$ cat src/rtl/spi_rb_pkg.sv
package spi_rb_pkg;
  localparam int KEY_W = 5;
  localparam logic [KEY_W-1:0] KEY_VAL = 5'b11100;

  typedef enum logic [2:0] {
    ST_IDLE,
    ST_CMD,
    ST_READ,
    ST_WRITE,
    ST_IGNORE
  } st_t;
endpackage

$ cat src/rtl/spi_rb_sync.sv
module spi_rb_sync #(
  parameter int W = 3,
  parameter int STAGES = 2,
  parameter logic [W-1:0] RST_VAL = '0
) (
  input  logic         clk,
  input  logic         rst,
  input  logic [W-1:0] din,
  output logic [W-1:0] lvl,
  output logic [W-1:0] rise,
  output logic [W-1:0] fall
);
  genvar g;
  generate
    for (g = 0; g < W; g++) begin : g_bit
      // chain[STAGES-1] is the synchronized level, chain[STAGES] its previous value
      logic [STAGES:0] chain;
      always_ff @(posedge clk) begin
        if (rst) chain <= {(STAGES+1){RST_VAL[g]}};
        else     chain <= {chain[STAGES-1:0], din[g]};
      end
      assign lvl[g]  = chain[STAGES-1];
      assign rise[g] = chain[STAGES-1] & ~chain[STAGES];
      assign fall[g] = ~chain[STAGES-1] & chain[STAGES];
    end
  endgenerate
endmodule

$ cat src/rtl/spi_rb_rx.sv
module spi_rb_rx #(
  parameter int RXW = 16,
  parameter int CNTW = 4
) (
  input  logic            clk,
  input  logic            rst,
  input  logic            clear,
  input  logic            shift_en,
  input  logic            sdi_bit,
  input  logic [CNTW-1:0] len_m1,
  output logic [RXW-1:0]  word,
  output logic            done
);
  logic [CNTW-1:0] cnt;

  always_ff @(posedge clk) begin
    if (rst || clear) begin
      cnt  <= '0;
      done <= 1'b0;
      word <= '0;
    end else begin
      done <= 1'b0;
      if (shift_en) begin
        word <= {word[RXW-2:0], sdi_bit};
        if (cnt == len_m1) begin
          cnt  <= '0;
          done <= 1'b1;
        end else begin
          cnt <= cnt + 1'b1;
        end
      end
    end
  end
endmodule

$ cat src/rtl/spi_rb_tx.sv
module spi_rb_tx #(
  parameter int DW = 16
) (
  input  logic          clk,
  input  logic          rst,
  input  logic          active,
  input  logic          sclk_fall,
  input  logic          ld_cur,
  input  logic          ld_nxt,
  input  logic [DW-1:0] rdata,
  output logic          sdo,
  output logic          sdo_oe,
  output logic          swap
);
  localparam int IW = $clog2(DW);
  localparam logic [IW-1:0] TOP = IW'(DW - 1);

  logic [DW-1:0] cur_word;
  logic [DW-1:0] nxt_word;
  logic [IW-1:0] idx;

  always_ff @(posedge clk) begin
    if (rst || !active) begin
      idx    <= TOP;
      sdo    <= 1'b0;
      sdo_oe <= 1'b0;
      swap   <= 1'b0;
    end else begin
      swap <= 1'b0;
      if (sclk_fall) begin
        sdo_oe <= 1'b1;
        sdo    <= cur_word[idx];
        if (idx == '0) begin
          idx  <= TOP;
          swap <= 1'b1;
        end else begin
          idx <= idx - 1'b1;
        end
      end
    end
  end

  // data registers: no reset needed, always loaded before use
  always_ff @(posedge clk) begin
    if (ld_cur) cur_word <= rdata;
    else if (active && sclk_fall && idx == '0) cur_word <= nxt_word;
    if (ld_nxt) nxt_word <= rdata;
  end
endmodule

$ cat src/rtl/spi_rb_ctrl.sv
module spi_rb_ctrl
  import spi_rb_pkg::*;
#(
  parameter int AW = 10,
  parameter int DW = 16,
  parameter int CW = 16,
  parameter int RXW = 16,
  parameter int CNTW = 4
) (
  input  logic            clk,
  input  logic            rst,
  input  logic            cs_act,
  input  logic            cs_start,
  input  logic            rx_done,
  input  logic [RXW-1:0]  rx_word,
  input  logic            tx_swap,
  output st_t             st,
  output logic [CNTW-1:0] len_m1,
  output logic [AW-1:0]   rf_addr,
  output logic            rf_re,
  output logic            rf_we,
  output logic [DW-1:0]   rf_wdata,
  output logic            ld_cur,
  output logic            ld_nxt
);
  logic [AW-1:0] ptr;
  logic          p0_v, p0_nxt, p1_v, p1_nxt;

  logic [KEY_W-1:0] cmd_key;
  logic             cmd_rd;
  logic [AW-1:0]    cmd_addr;

  assign cmd_key  = rx_word[CW-1 -: KEY_W];
  assign cmd_rd   = rx_word[AW];
  assign cmd_addr = rx_word[AW-1:0];

  assign len_m1 = (st == ST_CMD) ? CNTW'(CW - 1) : CNTW'(DW - 1);
  assign ld_cur = p1_v & ~p1_nxt;
  assign ld_nxt = p1_v & p1_nxt;

  always_ff @(posedge clk) begin
    if (rst) begin
      st       <= ST_IDLE;
      ptr      <= '0;
      rf_addr  <= '0;
      rf_re    <= 1'b0;
      rf_we    <= 1'b0;
      rf_wdata <= '0;
      p0_v     <= 1'b0;
      p0_nxt   <= 1'b0;
      p1_v     <= 1'b0;
      p1_nxt   <= 1'b0;
    end else begin
      rf_re  <= 1'b0;
      rf_we  <= 1'b0;
      p1_v   <= p0_v;
      p1_nxt <= p0_nxt;
      p0_v   <= 1'b0;
      if (!cs_act) begin
        st   <= ST_IDLE;
        p0_v <= 1'b0;
        p1_v <= 1'b0;
      end else begin
        case (st)
          ST_IDLE: if (cs_start) st <= ST_CMD;
          ST_CMD: begin
            if (rx_done) begin
              if (cmd_key != KEY_VAL) begin
                st <= ST_IGNORE;
              end else if (cmd_rd) begin
                st      <= ST_READ;
                rf_addr <= cmd_addr;
                rf_re   <= 1'b1;
                ptr     <= cmd_addr + 1'b1;
                p0_v    <= 1'b1;
                p0_nxt  <= 1'b0;
              end else begin
                st  <= ST_WRITE;
                ptr <= cmd_addr;
              end
            end
          end
          ST_READ: begin
            if (ld_cur || tx_swap) begin
              rf_addr <= ptr;
              rf_re   <= 1'b1;
              ptr     <= ptr + 1'b1;
              p0_v    <= 1'b1;
              p0_nxt  <= 1'b1;
            end
          end
          ST_WRITE: begin
            if (rx_done) begin
              rf_addr  <= ptr;
              rf_we    <= 1'b1;
              rf_wdata <= rx_word[DW-1:0];
              ptr      <= ptr + 1'b1;
            end
          end
          default: ;
        endcase
      end
    end
  end
endmodule

$ cat src/rtl/spi_rb_slave.sv
module spi_rb_slave
  import spi_rb_pkg::*;
#(
  parameter int AW = 10,
  parameter int DW = 16,
  parameter int SYNC_STAGES = 2
) (
  input  logic          clk,
  input  logic          rst,
  input  logic          cs_n,
  input  logic          sclk,
  input  logic          sdi,
  output logic          sdo,
  output logic          sdo_oe,
  output logic [AW-1:0] rf_addr,
  output logic          rf_re,
  output logic          rf_we,
  output logic [DW-1:0] rf_wdata,
  input  logic [DW-1:0] rf_rdata
);
  localparam int CW   = KEY_W + 1 + AW;
  localparam int RXW  = (CW > DW) ? CW : DW;
  localparam int CNTW = $clog2(RXW);

  logic [2:0] s_lvl, s_rise, s_fall;
  logic       cs_act, cs_start, sclk_rise, sclk_fall;
  logic       unused_edges;

  spi_rb_sync #(.W(3), .STAGES(SYNC_STAGES), .RST_VAL(3'b001)) u_sync (
    .clk(clk), .rst(rst), .din({sdi, sclk, cs_n}),
    .lvl(s_lvl), .rise(s_rise), .fall(s_fall)
  );

  assign cs_act       = ~s_lvl[0];
  assign cs_start     = s_fall[0];
  assign sclk_rise    = s_rise[1] & cs_act;
  assign sclk_fall    = s_fall[1] & cs_act;
  assign unused_edges = ^{s_rise[2], s_fall[2], s_rise[0]};

  st_t             st_q;
  logic [CNTW-1:0] len_m1;
  logic [RXW-1:0]  rx_word;
  logic            rx_done, tx_swap, ld_cur, ld_nxt, rx_shift;

  assign rx_shift = sclk_rise & ((st_q == ST_CMD) | (st_q == ST_WRITE));

  spi_rb_rx #(.RXW(RXW), .CNTW(CNTW)) u_rx (
    .clk(clk), .rst(rst), .clear(cs_start), .shift_en(rx_shift),
    .sdi_bit(s_lvl[2]), .len_m1(len_m1), .word(rx_word), .done(rx_done)
  );

  spi_rb_ctrl #(.AW(AW), .DW(DW), .CW(CW), .RXW(RXW), .CNTW(CNTW)) u_ctrl (
    .clk(clk), .rst(rst), .cs_act(cs_act), .cs_start(cs_start),
    .rx_done(rx_done), .rx_word(rx_word), .tx_swap(tx_swap),
    .st(st_q), .len_m1(len_m1), .rf_addr(rf_addr), .rf_re(rf_re),
    .rf_we(rf_we), .rf_wdata(rf_wdata), .ld_cur(ld_cur), .ld_nxt(ld_nxt)
  );

  spi_rb_tx #(.DW(DW)) u_tx (
    .clk(clk), .rst(rst), .active((st_q == ST_READ) & cs_act),
    .sclk_fall(sclk_fall), .ld_cur(ld_cur), .ld_nxt(ld_nxt),
    .rdata(rf_rdata), .sdo(sdo), .sdo_oe(sdo_oe), .swap(tx_swap)
  );
endmodule

$ cat config.mk
export PLATFORM = sky130hd
export DESIGN_NAME = spi_rb_slave
export DESIGN_NICKNAME = d
export VERILOG_FILES = /design/src/rtl/spi_rb_pkg.sv /design/src/rtl/spi_rb_sync.sv /design/src/rtl/spi_rb_rx.sv /design/src/rtl/spi_rb_tx.sv /design/src/rtl/spi_rb_ctrl.sv /design/src/rtl/spi_rb_slave.sv
export SDC_FILE = /design/constraint.sdc
export NUM_CORES = 1
export LEC_CHECK = 0
export BUFFER_PORTS_ARGS = -buffer_cell sky130_fd_sc_hd__buf_2
export CAP_MARGIN = 10
export CORE_MARGIN = 2
export CORE_UTILIZATION = 59
export CTS_CLUSTER_DIAMETER = 150
export DETAILED_ROUTE_END_ITERATION = 7
export GPL_ROUTABILITY_DRIVEN = 0
export PLACE_DENSITY_LB_ADDON = 0.25
export SLEW_MARGIN = 15
export SYNTH_ARGS = -nofsm -noshare
export SYNTH_HDL_FRONTEND = slang
export SYNTH_HIERARCHICAL = 1
export SYNTH_SLANG_ARGS = --single-unit
export TNS_END_PERCENT = 1
$ cat constraint.sdc
create_clock -name clk -period 2.02 [get_ports clk]
set_input_delay 0.404 -clock clk [delete_from_list [all_inputs] [get_ports clk]]
set_output_delay 0.404 -clock clk [all_outputs]
set_load 0.1 [all_outputs]
== Yosys cells after proc, flatten, opt, wreduce, memory -nomap -nowiden ==
Index checks and enable logic that the tools add are counted.

* Muxes and demuxes: 36
* Add/subtract/negate cells: 4
* Reduce and logical (&&, ||, !) cells: 21
* Bitwise operators: 17
* Magnitude comparators: 1
* Equal/unequal tests: 11

{| class="wikitable"
|+ Operator list
! cell !! number
|-
| 10-bit two-way mux || 10
|-
| 10-bit one-hot mux with 3 select lines || 2
|-
| 16-bit two-way mux || 2
|-
| 10-bit by 1-bit adder with 10-bit output (second input constant) || 2
|-
| 1-bit two-way mux || 13
|-
| 6-bit AND reduction || 2
|-
| 1-bit AND || 9
|-
| 3-bit two-way mux || 3
|-
| 4-bit two-way mux || 2
|-
| 2-bit by 1-bit inequality test with 1-bit output (second input constant) || 4
|-
| 1-bit inverter || 7
|-
| 7-bit AND reduction || 1
|-
| 3-bit by 2-bit equality test with 1-bit output (second input constant) || 2
|-
| 3-bit one-hot mux with 2 select lines || 1
|-
| 3-bit AND reduction || 2
|-
| 2-bit nonzero test || 3
|-
| 2-bit OR reduction || 3
|-
| 4-bit by 5-bit less-than comparator with 1-bit output (second input constant) || 1
|-
| 5-bit inequality test (second input constant) || 1
|-
| 4-bit by 1-bit adder with 4-bit output (second input constant) || 1
|-
| 1-bit binary-select mux with 4-bit select || 1
|-
| 4-bit equality test (second input constant) || 1
|-
| 4-bit logical NOT || 1
|-
| 2-bit inequality test (second input constant) || 2
|-
| other kinds (10) || 14
|}

* Input bits: 21
* Register bits: 112
* Output and inout port bits: 30
* Word-level logic and storage cells: 111

== Longest topological paths before layout ==
* Word-level depth: 7
* Depth in mapped cells: 9
* Gate-level depth less buffers: 6

== By module ==
The synthesis kept the hierarchy.

{| class="wikitable"
|+ Modules (own cells, without submodules)
! module !! sequential area each (sq um) !! area each (sq um) !! cells each !! times used
|-
| spi_rb_ctrl || 880.8 || 2312.2 || 273 || 1
|-
| spi_rb_tx || 1101.1 || 1622.8 || 104 || 1
|-
| spi_rb_rx || 420.4 || 898.4 || 84 || 1
|-
| spi_rb_sync || 180.2 || 296.5 || 27 || 1
|-
| spi_rb_slave || 0.0 || 40.0 || 4 || 1
|}

== Worst setup path before layout ==
Ideal clock, no wire load.

* Path type: register -> register
* From: register u_ctrl.p1_v
* To: register u_tx.cur_word[0] (enable)
* Library setup time: 373 ps
* Cell stages (with the launch flop): 5
* Data arrival time: 1375 ps
* Data required time: 1647 ps
* Buffers on the path: 2
* Period minus slack after synthesis: 1747 ps
* Slack: 273 ps
* Path through: dfxtp_1 nor2b_1 buf_2 buf_2 a41o_1

* Cells in the longest elaborated chain, start to end: 2

{| class="wikitable"
|+ RTL lines
! element !! line !! source
|-
| start, declared || spi_rb_ctrl.sv:27 || <nowiki>logic p0_v, p0_nxt, p1_v, p1_nxt;</nowiki>
|-
| start signal, assigned || spi_rb_ctrl.sv:56 || <nowiki>p1_v <= p0_v;</nowiki>
|-
| 1-bit AND || spi_rb_ctrl.sv:38 || <nowiki>assign ld_cur = p1_v & ~p1_nxt;</nowiki>
|-
| net ld_cur || spi_rb_slave.sv:43 || <nowiki>logic rx_done, tx_swap, ld_cur, ld_nxt, rx_shift;</nowiki>
|-
| 2-bit nonzero test (no source line) || n/a ||
|-
| end signal, assigned || spi_rb_tx.sv:45 || <nowiki>if (ld_cur) cur_word <= rdata;</nowiki>
|-
| end signal, assigned || spi_rb_tx.sv:46 || <nowiki>else if (active && sclk_fall && idx == '0) cur_word <= nxt_word;</nowiki>
|-
| end, declared || spi_rb_tx.sv:18 || <nowiki>logic [DW-1:0] cur_word;</nowiki>
|}

The timed path passes the listed nets, and every way through them passes these cells.
A chain may end at the register's enable or synchronous reset.

== Final worst setup path ==
* From: register u_ctrl.ptr[0]
* To: register u_ctrl.ptr[8]

* Cells in the longest elaborated chain, start to end: 3
* Elaborated cells on any way between the ends: 4
* Classes of those cells: add/sub (1); mux (3)

{| class="wikitable"
|+ RTL lines
! element !! line !! source
|-
| start, declared || spi_rb_ctrl.sv:26 || <nowiki>logic [AW-1:0] ptr;</nowiki>
|-
| start signal, assigned || spi_rb_ctrl.sv:74 || <nowiki>ptr <= cmd_addr + 1'b1;</nowiki>
|-
| start signal, assigned || spi_rb_ctrl.sv:79 || <nowiki>ptr <= cmd_addr;</nowiki>
|-
| start signal, assigned || spi_rb_ctrl.sv:87 || <nowiki>ptr <= ptr + 1'b1;</nowiki>
|-
| 10-bit by 1-bit adder with 10-bit output (*) || spi_rb_ctrl.sv:87, spi_rb_ctrl.sv:97 ||
|-
| 10-bit two-way mux (on tied branches) || spi_rb_ctrl.sv:93, spi_rb_ctrl.sv:84 ||
|-
| 10-bit one-hot mux with 3 select lines (*) || spi_rb_ctrl.sv:64 || <nowiki>case (st)</nowiki>
|}

Mark *: on every way between the ends. The rest lies on a longest branch, timed or not. The select of a mux whose other input is x is not followed.

==> impl_metrics.yaml <==
critical_path:
  end_kind: "register"
  crit_fanout: 6
  path_class: "register to register"
  worstSetupEndpoint: "u_ctrl/ptr[8]"
  cp-start-kind: "register"
  rr_endpoint: "u_ctrl/ptr[8]"
  reg2reg_setup_slack_ps: 230
  timing.rr.start: "u_ctrl/ptr[0]"
  crit_path_start: "u_ctrl/ptr[0]"
  reg2reg_depth: 6
  worstPathArrival_ps: 2050
  cp_data_required_time_ps: 2280
clocking:
  root_buffer: "clkbuf_8"
  h-tree-depth: 3
  cts.path.max_buffers: 2
  clk_pin_slew_worst_paths_ps: 100
  clock_latency_ps: 380
  cts_resized: 0
  cts_hold_buf: 0
  cts.sinks: 112
  tritoncts: "built"
  cts_setup_buffers: 0
  numCtsBuffers: 9
detailed_routing:
  drt-pass1-iter-count: 5
  totalWireLength_mm: 9.542
  ant_nets: 0
  detail_route.wl_per_cell_um: 14.82
  dr.first_iter.drc_count: 186
  dr_total_vias: 3637
  routed_via_density: 5.648
  drc: 0
cells_and_area:
  regArea_um2: 2562
  nNetsFinal: 559
  multi_input_area_um2: 2308
  syn_to_final_growth_pct: 9.780
  fillers: 688
  diodes: 0
  drive_gt1_share_pct: 22.45
floorplanning:
  die_y_um: 97.13
  die_x_um: 97.13
  dieArea_um2: 9434
  design.core.area_um2: 8299
  start_util_pct: 61.66
  boundaryPins: 51
  rows: 33
global_route:
  grt_pass1_vias: 3516
  grt_max_degree: 33
  grt_overflow: 0
  antenna_found_initial: 0
  grt_use_total_pct: 20.92
  grt_pass1_wl_mm: 16.22
power_and_ir_drop:
  power_frac_seq_pct: 63.5
  p_per_area_nw_per_um2: 647.4
  p_comb_share_pct: 2.1
  swShare_pct: 22.96
  p_sw_w: 0.0008351
  power.leakage_nw: 2.400
  intPower_w: 0.002802
  ir_drop_uv: 523.0
  clkPwrFrac_pct: 34.4
sta:
  relSlewSlack_pct: 53.29
  holdWs_ps: 212.0
  skew_ps: 13.65
  setup_violations: 0
  post-route-min-period_ps: 1792
  setup_tns_ps: 0
  rsz0062_at_grt: "false"
  tightest_slew_ps: 700.6
  fmax_mhz: 558.1
  slew_viol_final: 0
  finalCritPeriodShare_pct: 88.71
  worst_slack_ps: 228.1
  hold_viol_final: 0
flow_run:
  drv_cap: 0
status:
  outcome: "finished clean"
synth:
  synth_warnings: 6
  avgSynthCellArea_um2: 10.53
  syn_inst: 486
  synth_area_um2: 5117
place:
  hpwl_mm: 6.716
  post-place-ws_ps: 282.5
  port_buffers: 50
worst_hold_path:
  hold_path.class: "input pin to register"
==> worst min-delay path by stage <==
stage	from	end	slack [ps]	cells past startpoint
2_1_floorplan	u_sync/g_bit[0].chain[0]	u_sync/g_bit[0].chain[1]	390	1
3_3_place_gp	u_sync/g_bit[0].chain[0]	u_sync/g_bit[0].chain[1]	400	1
3_5_place_dp	u_sync/g_bit[2].chain[0]	u_sync/g_bit[2].chain[1]	420	1
4_1_cts	rf_rdata[11]	u_tx/nxt_word[11]	200	1
5_1_grt	rf_rdata[14]	u_tx/nxt_word[14]	190	1
6_report	cs_n	u_sync/g_bit[0].chain[0]	210	2
==> power groups by stage <==
stage	registers, W	logic, W	clock network (W)
global route	0.00231	0.0000860	0.00135
global placement	0.00236	0.0000762	0
finish	0.00231	0.0000779	0.00125
floorplan	0.00236	0.0000488	0
detailed placement	0.00236	0.0000781	0
CTS	0.00231	0.0000786	0.00128
==> critical path, cell delays in order (launching register included) <==
cell	delay, ps
dfxtp_1	440
ha_1	220
nand3_1	120
or3_1	380
or2_1	250
a21oi_1	180
o32ai_2	90
==> cell type report <==
class / instances / area share (%)
flip-flops and latches: 112 / 45.61
multi-input cells: 329 / 41.09
repair buffers: 67 / 6.726
inverters: 15 / 1.002
clock buffers: 9 / 2.205
clock inverters: 7 / 1.024
well taps: 105 / 2.339
==> routing by layer <==
layer	wire length (um)	track usage, %	vias up
met5	0	0	-
met4	220	9.642	0
met3	437	4.388	18
met2	4603	34.62	99
met1	4280	26.35	1723
li1	-	-	1797
==> stage by stage <==
step	utilization, %	area, um2	std cells	power (W)
after floorplan	-	5129	489	0.002409
after global placement	65.51	5436	628	0.002437
after detailed placement	65.51	5436	628	0.002440
after CTS	67.69	5618	644	0.003672
after global routing	67.69	5618	644	0.003752
final	67.69	5618	644	0.003637
==> placed cells by master, fill, tap and decap left out, drive strengths merged, types with 3 or more instances in the layout <==
cell     n
a21oi   22
and2     3
and2b    4
and3     4
buf     67
clkbuf   9
conb     4
dfxtp   80
edfxtp  32
ha       4
inv     19
mux2    18
mux2i   46
nand2   36
nand2b   6
nand3    7
nand4    6
nor2    58
nor2b   17
nor3     5
nor4     4
nor4b    3
o21ai   16
o32ai    5
o41ai    4
or2      6
xnor2    3
xor2    12
==> sequential cells by signal (all words and copies together), names as in the netlist <==
| signal | count |
|---|---|
| u_ctrl/p0_nxt | 1 |
| u_ctrl/p0_v | 1 |
| u_ctrl/p1_nxt | 1 |
| u_ctrl/p1_v | 1 |
| u_ctrl/ptr | 10 |
| u_ctrl/rf_addr | 10 |
| u_ctrl/rf_wdata | 16 |
| u_ctrl/rf_we | 1 |
| u_ctrl/st | 3 |
| u_rx/cnt | 4 |
| u_rx/done | 1 |
| u_rx/word | 16 |
| u_sync/g_bit.chain | 8 |
| u_tx/cur_word | 16 |
| u_tx/idx | 4 |
| u_tx/nxt_word | 16 |
| u_tx/sdo | 1 |
| u_tx/sdo_oe | 1 |
| u_tx/swap | 1 |
(Power assumes the default switching activity.)
